## config.mk

```make
export PLATFORM = sky130hd
export DESIGN_NAME = sar_seq_top
export DESIGN_NICKNAME = d
export VERILOG_FILES = /design/src/rtl/sar_pkg.sv /design/src/rtl/sar_ctrl.sv /design/src/rtl/sar_trial.sv /design/src/rtl/sar_window.sv /design/src/rtl/sar_settle.sv /design/src/rtl/sar_seq_top.sv
export SDC_FILE = /design/constraint.sdc
export NUM_CORES = 1
export LEC_CHECK = 0
export BUFFER_PORTS_ARGS = -buffer_cell sky130_fd_sc_hd__buf_2
export CAP_MARGIN = 15
export CORE_MARGIN = 3
export CORE_UTILIZATION = 56
export CTS_CLUSTER_DIAMETER = 60
export DETAILED_ROUTE_END_ITERATION = 8
export GPL_TIMING_DRIVEN = 0
export PLACE_DENSITY_LB_ADDON = 0.12
export SKIP_LAST_GASP = 1
export SLEW_MARGIN = 10
export SYNTH_ARGS = -nofsm -noshare
export SYNTH_HDL_FRONTEND = slang
export SYNTH_SLANG_ARGS = --single-unit
```

## constraint.sdc

```tcl
create_clock -name clk -period 2 [get_ports clk]
set_input_delay 0.2 -clock clk [delete_from_list [all_inputs] [get_ports clk]]
set_output_delay 0.2 -clock clk [all_outputs]
set_load 0.01 [all_outputs]
```

## src/rtl/sar_pkg.sv

```systemverilog
package sar_pkg;

  typedef enum logic [1:0] {
    ST_IDLE   = 2'd0,
    ST_SAMPLE = 2'd1,
    ST_PRE    = 2'd2,
    ST_CMP    = 2'd3
  } sar_state_e;

  // Next value of one trial bit in the binary search.
  // at_bit:   this bit is the one under test in the current step.
  // at_above: the bit just above is under test, so this bit becomes the next trial.
  // cmp_high: comparator reports the DAC above the input.
  function automatic logic trial_bit_next(input logic cur, input logic load,
                                          input logic load_val, input logic at_bit,
                                          input logic at_above, input logic cmp_high);
    if (load)          return load_val;
    else if (at_bit)   return ~cmp_high;
    else if (at_above) return 1'b1;
    else               return cur;
  endfunction

  // Window verdict: the input must lie at or above the lower code and below the upper one.
  function automatic logic window_verdict(input logic cmp_at_lo, input logic cmp_at_hi);
    return (~cmp_at_lo) & cmp_at_hi;
  endfunction

endpackage

```

## src/rtl/sar_ctrl.sv

```systemverilog
module sar_ctrl
  import sar_pkg::*;
#(
  parameter int DAC_W      = 10,
  parameter int SAMPLE_CYC = 2,
  parameter int STEP_W     = $clog2(DAC_W)
) (
  input  logic              clk,
  input  logic              rst_n,
  input  logic              en_i,
  input  logic              start_i,
  input  logic              win_mode_i,
  output sar_state_e        state_o,
  output logic [STEP_W-1:0] step_o,
  output logic              win_o,
  output logic              dummy_o,
  output logic              en_q_o,
  output logic              begin_dummy_o,
  output logic              accept_o,
  output logic              load_ev_o,
  output logic              sample_ev_o,
  output logic              finish_ev_o
);
  localparam int SC_W = $clog2(SAMPLE_CYC) + 1;
  localparam logic [STEP_W-1:0] TOP_STEP = STEP_W'(DAC_W - 1);
  localparam logic [STEP_W-1:0] WIN_STEP = STEP_W'(1);

  sar_state_e        state_q;
  logic [STEP_W-1:0] step_q;
  logic [SC_W-1:0]   samp_cnt_q;
  logic              win_q, dummy_q, en_q;

  // Named events for the datapath and the assertions.
  logic begin_dummy, accept, sample_ev, finish_ev;
  assign begin_dummy = en_i & ~en_q;
  assign accept      = en_i & en_q & (state_q == ST_IDLE) & start_i;
  assign sample_ev   = en_i & (state_q == ST_CMP);
  assign finish_ev   = sample_ev & (step_q == '0);

  always_ff @(posedge clk or negedge rst_n) begin
    if (!rst_n) begin
      state_q    <= ST_IDLE;
      step_q     <= '0;
      samp_cnt_q <= '0;
      win_q      <= 1'b0;
      dummy_q    <= 1'b0;
      en_q       <= 1'b0;
    end else if (!en_i) begin
      state_q <= ST_IDLE;
      dummy_q <= 1'b0;
      en_q    <= 1'b0;
    end else begin
      en_q <= 1'b1;
      unique case (state_q)
        ST_IDLE: begin
          if (begin_dummy) begin
            state_q    <= ST_SAMPLE;
            dummy_q    <= 1'b1;
            win_q      <= 1'b0;
            step_q     <= TOP_STEP;
            samp_cnt_q <= SC_W'(SAMPLE_CYC - 1);
          end else if (accept) begin
            state_q    <= ST_SAMPLE;
            dummy_q    <= 1'b0;
            win_q      <= win_mode_i;
            step_q     <= win_mode_i ? WIN_STEP : TOP_STEP;
            samp_cnt_q <= SC_W'(SAMPLE_CYC - 1);
          end
        end
        ST_SAMPLE: begin
          if (samp_cnt_q == '0) state_q <= ST_PRE;
          else                  samp_cnt_q <= samp_cnt_q - 1'b1;
        end
        ST_PRE: state_q <= ST_CMP;
        ST_CMP: begin
          if (step_q == '0) begin
            state_q <= ST_IDLE;
            dummy_q <= 1'b0;
          end else begin
            step_q  <= step_q - 1'b1;
            state_q <= ST_PRE;
          end
        end
        default: state_q <= ST_IDLE;
      endcase
    end
  end

  assign state_o       = state_q;
  assign step_o        = step_q;
  assign win_o         = win_q;
  assign dummy_o       = dummy_q;
  assign en_q_o        = en_q;
  assign begin_dummy_o = begin_dummy;
  assign accept_o      = accept;
  assign load_ev_o     = begin_dummy | accept;
  assign sample_ev_o   = sample_ev;
  assign finish_ev_o   = finish_ev;

  // a start while busy never disturbs the step sequence.
  assert_busy_ignores_start_R8: assert property (@(posedge clk) disable iff (!rst_n)
    (en_i && state_q == ST_CMP && step_q != '0) |=> (state_q == ST_PRE || !en_q));

  // a start request during the dummy run is never accepted.
  assert_dummy_no_accept_R2: assert property (@(posedge clk) disable iff (!rst_n)
    (dummy_q && state_q != ST_IDLE) |-> !accept);

  // precharge step is always followed by the compare step while enabled.
  assert_pre_then_cmp_R7: assert property (@(posedge clk) disable iff (!rst_n)
    (state_q == ST_PRE && en_i) |=> state_q == ST_CMP);

endmodule

```

## src/rtl/sar_trial.sv

```systemverilog
module sar_trial
  import sar_pkg::*;
#(
  parameter int DAC_W  = 10,
  parameter int STEP_W = $clog2(DAC_W)
) (
  input  logic              clk,
  input  logic              rst_n,
  input  logic              load_ev_i,
  input  logic              sample_ev_i,
  input  logic              finish_ev_i,
  input  logic              win_i,
  input  logic              dummy_i,
  input  logic [STEP_W-1:0] step_i,
  input  logic              cmp_i,
  output logic [DAC_W-1:0]  trial_o,
  output logic [DAC_W-1:0]  result_o
);
  logic [DAC_W-1:0] trial_q, trial_nx, result_q;
  logic             search_ev, publish_ev;

  assign search_ev  = sample_ev_i & ~win_i;
  assign publish_ev = finish_ev_i & ~win_i & ~dummy_i;

  for (genvar i = 0; i < DAC_W; i++) begin : g_bit
    logic at_bit, at_above;
    assign at_bit = search_ev & (step_i == STEP_W'(i));
    if (i == DAC_W - 1) begin : g_top
      assign at_above = 1'b0;
    end else begin : g_low
      assign at_above = search_ev & (step_i == STEP_W'(i + 1));
    end
    assign trial_nx[i] = trial_bit_next(trial_q[i], load_ev_i, (i == DAC_W - 1),
                                        at_bit, at_above, cmp_i);
  end

  always_ff @(posedge clk or negedge rst_n) begin
    if (!rst_n) begin
      trial_q  <= {1'b1, {(DAC_W-1){1'b0}}};
      result_q <= '0;
    end else begin
      trial_q <= trial_nx;
      if (publish_ev) result_q <= trial_nx;
    end
  end

  assign trial_o  = trial_q;
  assign result_o = result_q;

  // a published result keeps all bits above bit 0 that were decided earlier.
  assert_result_upper_bits_R1: assert property (@(posedge clk) disable iff (!rst_n)
    publish_ev |=> result_q[DAC_W-1:1] == $past(trial_q[DAC_W-1:1]));

  // a fresh job starts the search from the midpoint code.
  assert_search_from_mid_R4: assert property (@(posedge clk) disable iff (!rst_n)
    load_ev_i |=> trial_q == {1'b1, {(DAC_W-1){1'b0}}});

endmodule

```

## src/rtl/sar_window.sv

```systemverilog
module sar_window
  import sar_pkg::*;
#(
  parameter int STEP_W = 4
) (
  input  logic              clk,
  input  logic              rst_n,
  input  logic              en_i,
  input  logic              accept_i,
  input  logic              sample_ev_i,
  input  logic              finish_ev_i,
  input  logic              win_i,
  input  logic [STEP_W-1:0] step_i,
  input  logic              cmp_i,
  output logic              pass_o
);
  logic lo_cmp_q, pass_q;
  logic lo_capture, verdict_ev;

  assign lo_capture = sample_ev_i & win_i & (step_i == STEP_W'(1));
  assign verdict_ev = finish_ev_i & win_i;

  always_ff @(posedge clk or negedge rst_n) begin
    if (!rst_n) begin
      lo_cmp_q <= 1'b0;
      pass_q   <= 1'b0;
    end else if (!en_i || accept_i) begin
      pass_q <= 1'b0;
    end else begin
      if (lo_capture) lo_cmp_q <= cmp_i;
      if (verdict_ev) pass_q   <= window_verdict(lo_cmp_q, cmp_i);
    end
  end

  assign pass_o = pass_q;

  // pass can only rise on the window verdict edge.
  assert_pass_only_on_verdict_R5: assert property (@(posedge clk) disable iff (!rst_n)
    $rose(pass_q) |-> $past(verdict_ev));

endmodule

```

## src/rtl/sar_settle.sv

```systemverilog
module sar_settle #(
  parameter int SETTLE_CYC = 2
) (
  input  logic clk,
  input  logic rst_n,
  input  logic en_i,
  input  logic rise_i,
  output logic settle_o
);
  localparam int CW = $clog2(SETTLE_CYC + 1);
  logic [CW-1:0] cnt_q;

  always_ff @(posedge clk or negedge rst_n) begin
    if (!rst_n)            cnt_q <= '0;
    else if (!en_i)        cnt_q <= '0;
    else if (rise_i)       cnt_q <= CW'(SETTLE_CYC);
    else if (cnt_q != '0)  cnt_q <= cnt_q - 1'b1;
  end

  assign settle_o = (cnt_q != '0);

endmodule

```

## src/rtl/sar_seq_top.sv

```systemverilog
module sar_seq_top
  import sar_pkg::*;
#(
  parameter int DAC_W      = 10,
  parameter int SAMPLE_CYC = 2,
  parameter int SETTLE_CYC = 2
) (
  input  logic             clk,
  input  logic             rst_n,
  input  logic             en_i,
  input  logic             start_i,
  input  logic             win_mode_i,
  input  logic [DAC_W-1:0] lo_code_i,
  input  logic [DAC_W-1:0] hi_code_i,
  input  logic             cmp_i,
  output logic [DAC_W-1:0] dac_o,
  output logic             hold_o,
  output logic             amp_en_o,
  output logic             settle_o,
  output logic             prech_n_o,
  output logic [DAC_W-1:0] result_o,
  output logic             done_o,
  output logic             win_pass_o
);
  localparam int STEP_W = $clog2(DAC_W);
  localparam logic [DAC_W-1:0] MID = {1'b1, {(DAC_W-1){1'b0}}};

  sar_state_e        state;
  logic [STEP_W-1:0] step;
  logic              win, dummy, en_q, begin_dummy, accept;
  logic              load_ev, sample_ev, finish_ev;
  logic [DAC_W-1:0]  trial, lo_q, hi_q;
  logic              done_q, in_step;

  sar_ctrl #(.DAC_W(DAC_W), .SAMPLE_CYC(SAMPLE_CYC), .STEP_W(STEP_W)) u_ctrl (
    .clk(clk), .rst_n(rst_n), .en_i(en_i), .start_i(start_i), .win_mode_i(win_mode_i),
    .state_o(state), .step_o(step), .win_o(win), .dummy_o(dummy), .en_q_o(en_q),
    .begin_dummy_o(begin_dummy), .accept_o(accept), .load_ev_o(load_ev),
    .sample_ev_o(sample_ev), .finish_ev_o(finish_ev)
  );

  sar_trial #(.DAC_W(DAC_W), .STEP_W(STEP_W)) u_trial (
    .clk(clk), .rst_n(rst_n), .load_ev_i(load_ev), .sample_ev_i(sample_ev),
    .finish_ev_i(finish_ev), .win_i(win), .dummy_i(dummy), .step_i(step),
    .cmp_i(cmp_i), .trial_o(trial), .result_o(result_o)
  );

  sar_window #(.STEP_W(STEP_W)) u_window (
    .clk(clk), .rst_n(rst_n), .en_i(en_i), .accept_i(accept), .sample_ev_i(sample_ev),
    .finish_ev_i(finish_ev), .win_i(win), .step_i(step), .cmp_i(cmp_i),
    .pass_o(win_pass_o)
  );

  sar_settle #(.SETTLE_CYC(SETTLE_CYC)) u_settle (
    .clk(clk), .rst_n(rst_n), .en_i(en_i), .rise_i(begin_dummy), .settle_o(settle_o)
  );

  // Limits are frozen at the accepting edge so the two window steps see one pair.
  always_ff @(posedge clk or negedge rst_n) begin
    if (!rst_n) begin
      lo_q <= '0;
      hi_q <= '0;
    end else if (accept) begin
      lo_q <= lo_code_i;
      hi_q <= hi_code_i;
    end
  end

  always_ff @(posedge clk or negedge rst_n) begin
    if (!rst_n)                       done_q <= 1'b0;
    else if (!en_i || accept)         done_q <= 1'b0;
    else if (finish_ev && !dummy)     done_q <= 1'b1;
  end

  assign in_step = (state == ST_PRE) || (state == ST_CMP);

  always_comb begin
    if (!in_step)              dac_o = MID;
    else if (!win)             dac_o = trial;
    else if (step == STEP_W'(1)) dac_o = lo_q;
    else                       dac_o = hi_q;
  end

  assign hold_o    = in_step;
  assign prech_n_o = ~(state == ST_PRE);
  assign amp_en_o  = en_q;
  assign done_o    = done_q;

  // while sampling the DAC sits at midpoint.
  assert_mid_while_sampling_R3: assert property (@(posedge clk) disable iff (!rst_n)
    !hold_o |-> dac_o == MID);

  // settle-assist starts with amplifier enable and lasts no more than two clocks.
  assert_settle_starts_R6: assert property (@(posedge clk) disable iff (!rst_n)
    $rose(amp_en_o) |-> settle_o);
  assert_settle_ends_R6: assert property (@(posedge clk) disable iff (!rst_n)
    (settle_o && $past(settle_o)) |=> !settle_o);
  assert_settle_needs_amp_R6: assert property (@(posedge clk) disable iff (!rst_n)
    settle_o |-> amp_en_o);

  // precharge is a single clock and only inside a hold phase.
  assert_prech_in_hold_R7: assert property (@(posedge clk) disable iff (!rst_n)
    !prech_n_o |-> hold_o);
  assert_prech_single_R7: assert property (@(posedge clk) disable iff (!rst_n)
    !prech_n_o |=> prech_n_o);

  // pass is only reported together with done.
  assert_pass_with_done_R5: assert property (@(posedge clk) disable iff (!rst_n)
    win_pass_o |-> done_o);

  // after an edge with enable low nothing is reported or held.
  assert_disable_clears_R9: assert property (@(posedge clk) disable iff (!rst_n)
    !$past(en_i) |-> (!done_o && !win_pass_o && !hold_o && !amp_en_o));

  // the dummy run never raises done.
  assert_dummy_quiet_R2: assert property (@(posedge clk) disable iff (!rst_n)
    (finish_ev && dummy) |=> !done_o);

endmodule

```

==> results.txt <==
----------------------------------------------------
[Route]
  Antenna Violating Nets Remaining ... 0
  Aggregate routed wire length ... 6820 um
  Number of remaining DRC errors ... 0
  Total iterations of the first detailed-routing run ... 4
  DR vias ... 2,368
  Drt wl/cell ... 16.3 um
  Number of DRC markers after the initial detailed-route iteration ... 146
  Avg Vias per Cell ... 5.65

[Critical path]
  Crit path largest cell delay ... 0.40 ns
  Worst-path cell chain ... inv_2 -> ha_4 -> nor3b_4 -> buf_6 -> mux2i_2 -> nand2_1 -> o211a_1 -> buf_2
  CP required ... 1.80 ns
  Worst Path Arrival ... 1.99 ns
  Crit-path leading delay family ... buffers and inverters
  Buf+Inv Stages, Crit Path ... 3
  Worst Setup Start Kind ... flop
  CP Max Fanout ... 8
  Slowest CP cell ... sky130_fd_sc_hd__dfrtp_1
  Sort of element at the end of the critical path ... output pin
  Kind of critical path ... reg -> out

[Global route]
  Global-route wire length before repair ... 11,100 um
  Initial antenna violation count ... 0
  Residual overflow from global routing ... 0
  Global-route usage over all layers ... 23.4%
  Number of global-route vias before repair ... 2,279
  Maximum number of pins on one net before global-route repair ... 33

[Timing]
  Final setup fails ... 10
  Worst-margin pin slew ... 0.744 ns
  Relative slew margins ... 50.4%
  Final critical-path setup slack ... -0.189 ns
  Post-route fraction of the period consumed by the critical path ... 109%
  Final period demand of the worst path ... 2.19 ns
  Setup TNS ... -1.47 ns
  Fmax ... 457 MHz
  Worst clock skew on the final layout ... 0.00564 ns
  Hold Vio Cnt, Final ... 0
  Max-slew violation count ... 0
  Setup repair after global routing missed its margin ... true
  Final-layout worst hold slack ... 0.104 ns

[Yosys]
  Dominant cell by count in the synthesized netlist ... sky130_fd_sc_hd__dfrtp_1
  Flops & latches, synth ... 56
  Share of Yosys cell area claimed by the top area cell type ... 47.4%
  Synthesized net count ... 305
  Count of warnings emitted by yosys ... 0
  Mean instance size in the synthesized netlist ... 10.6 um2
  Dominant cells by area after synthesis ... sky130_fd_sc_hd__dfrtp_1 47%, sky130_fd_sc_hd__mux2_2 8.1%, sky130_fd_sc_hd__mux2i_1 4.5%
  Number of unique standard cell types used by synthesis ... 47
  Area of the mapped netlist ... 0.00290 mm2
  Gate count after technology mapping ... 273
  Async S/R FF share, synth ... 100%
  Primary flip-flop cell chosen by synthesis mapping ... sky130_fd_sc_hd__dfrtp_1
  Most area-hungry cell type in the Yosys netlist ... sky130_fd_sc_hd__dfrtp_1
  Fraction of the yosys area taken by sequential cells ... 48.3%
  Number of enable-type register cells in the synthesized netlist ... 0
  Top cells by count, synth ... 55 x sky130_fd_sc_hd__dfrtp_1, 25 x sky130_fd_sc_hd__nand2_1, 21 x sky130_fd_sc_hd__mux2_2, 20 x sky130_fd_sc_hd__nor2_1, 15 x sky130_fd_sc_hd__a21oi_1

[CTS]
  Number of buffers added by the clock tree synthesis step ... 5
  Clock buffer depth ... 2
  CTS Root Cell ... sky130_fd_sc_hd__clkbuf_8
  Sinks on Clock Net ... 56
  Clock latency on the worst-skew pair ... 0.31 ns
  Number of levels the H-tree was split into ... 2
  Clock tree from TritonCTS ... built
  Clock transition at path regs ... 0.10 ns

[Power]
  Overall power after layout ... 3350 uW
  Static leakage ... 0.00184 uW
  Power density over the cells ... 931 mW/mm2
  Maximum ir drop on the vdd rail ... 0.619 mV

[Die]
  Row Count ... 25
  Chip Width ... 78.0 um
  Die boundary height ... 78.0 um
  Initial core utilization ... 59.5%
  Number of placed I/O pins ... 52
  Area enclosed by the die boundary ... 0.00609 mm2
  Core Box Area ... 0.00488 mm2

[Finish]
  Area added between synthesis and finish ... 24.0%
  Diode insertion count for antenna repair ... 0
  Fraction of final layout cells with drive strength greater than 1 ... 36.4%
  Final design area excluding fillers ... 0.00360 mm2
  Number of nets in the final layout ... 383
  Count of fill cells added during filler insertion ... 388

[Placement]
  Total placed instance area ... 0.00326 mm2
  Final GP Congestion ... 0.894
  Detailed placer's ending HPWL ... 4830 um
  Buffers added on ports ... 50

[Worst hold path]
  Class of the worst hold path ... in -> reg

[Status]
  Violated checks ... negative setup slack
  Result of the run ... finished with violations

[Flow run]
  Max-capacitance violation count ... 0

----------------------------------------------------
-- layer usage --
| layer | global-route usage (%) | up-vias | share of wire [%] |
|---|---|---|---|
| li1 | - | 1131 | - |
| met3 | 4.59 | 12 | 5.6 |
| met5 | 0 | - | 0 |
| met1 | 32.0 | 1140 | 44 |
| met2 | 37.5 | 85 | 49 |
| met4 | 7.87 | 0 | 1.6 |
-- flip-flops by register name, indices dropped and copies added, names as in the netlist, 2 cells and up --
| name | flops |
|---|---|
| lo_q | 10 |
| hi_q | 10 |
| u_ctrl.samp_cnt_q | 2 |
| u_settle.cnt_q | 2 |
| u_ctrl.state_o | 2 |
| u_trial.trial_o | 10 |
| u_ctrl.step_o | 4 |
| u_trial.result_o | 10 |
-- worst reg2reg max path: stages (launching register included) --
cell,delay [ns]
sky130_fd_sc_hd__dfrtp_1,0.40
sky130_fd_sc_hd__inv_2,0.08
sky130_fd_sc_hd__buf_4,0.10
sky130_fd_sc_hd__buf_4,0.12
sky130_fd_sc_hd__ha_4,0.13
sky130_fd_sc_hd__buf_6,0.12
sky130_fd_sc_hd__or3b_4,0.41
sky130_fd_sc_hd__nor2_4,0.16
sky130_fd_sc_hd__nand3_2,0.11
sky130_fd_sc_hd__o31ai_2,0.23
-- area by class of cell --
type	count	area, um2	area share [%]
Multi-Input combinational cell	191	1440	39.9
Sequential cell	56	1400	39.0
Timing Repair Buffer	71	427	11.8
Buffer	15	103	2.85
Tap cell	67	83.8	2.33
Clock buffer	6	72.6	2.01
Inverter	11	41.3	1.15
Clock inverter	2	35.0	0.973
-- worst paths after layout --
path / start / to / slack [ns] / depth (start not counted)
setup reg to reg: u_ctrl.step_o[1] / u_trial.result_o[2] / 0.05 / 9
setup / recovery: u_ctrl.step_o[1] / dac_o[4] / -0.19 / 8
hold / removal: en_i / u_ctrl.en_q_o / 0.10 / 1
hold reg to reg: u_trial.result_o[4] / u_trial.result_o[4] / 0.48 / 2
min in group asynchronous: rst_n / u_trial.result_o[6] / 0.48 / 2
max in group asynchronous: rst_n / u_trial.trial_o[9] / 0.85 / 3
-- layout by cell type, fill, tap and decap left out, types with 4 or more instances in the layout --
cell type / count
sky130_fd_sc_hd__o211a_1: 9
sky130_fd_sc_hd__a21oi_1: 15
sky130_fd_sc_hd__o21ai_0: 10
sky130_fd_sc_hd__mux2i_1: 11
sky130_fd_sc_hd__nand3_1: 5
sky130_fd_sc_hd__mux2_2: 21
sky130_fd_sc_hd__clkbuf_8: 5
sky130_fd_sc_hd__nand2b_1: 5
sky130_fd_sc_hd__clkbuf_1: 6
sky130_fd_sc_hd__nor2b_1: 4
sky130_fd_sc_hd__buf_2: 53
sky130_fd_sc_hd__nand2_1: 25
sky130_fd_sc_hd__dfrtp_1: 54
sky130_fd_sc_hd__buf_4: 19
sky130_fd_sc_hd__buf_6: 6
sky130_fd_sc_hd__inv_1: 10
sky130_fd_sc_hd__nor2_1: 19
sky130_fd_sc_hd__a31oi_1: 4
sky130_fd_sc_hd__nor3_1: 5
sky130_fd_sc_hd__ha_1: 4
-- through the flow --
stage	setup WS [ns]	cells	utilization [%]
floorplan	0.144	273	-
global placement	-0.280	390	66.4
detailed placement	-0.312	391	66.8
CTS	-0.146	410	71.5
global route	-0.292	419	73.8
finish	-0.189	419	73.8
-- report_power, final --
group	switching [uW]	total, uW	internal (uW)
Combinational	550	1110	563
Sequential	162	1510	1350
Clock	358	730	372
-- repair_timing --
item | in CTS | in global routing
endpoints found under the hold margin | 31 | 0
setup buffers | 10 | 9
hold buffers | 1 | 0
pin swaps | 2 | 4
gates resized for setup | 10 | 12
setup endpoints to repair | 20 | 19
-- cell families (layout without fill, tap and decap cells) --
| group | after synthesis | in the layout | share of synthesized area [%] |
|---|---|---|---|
| compound gates | 59 | 59 | 14.0 |
| flops | 56 | 56 | 48.3 |
| fa+ha+maj | 6 | 6 | 2.59 |
| xor+xnor | 2 | 2 | 0.603 |
| simple gates | 89 | 89 | 16.9 |
| mux | 35 | 35 | 13.0 |
| buf+inv | 26 | 105 | 4.57 |
(Power assumes the default switching activity.)
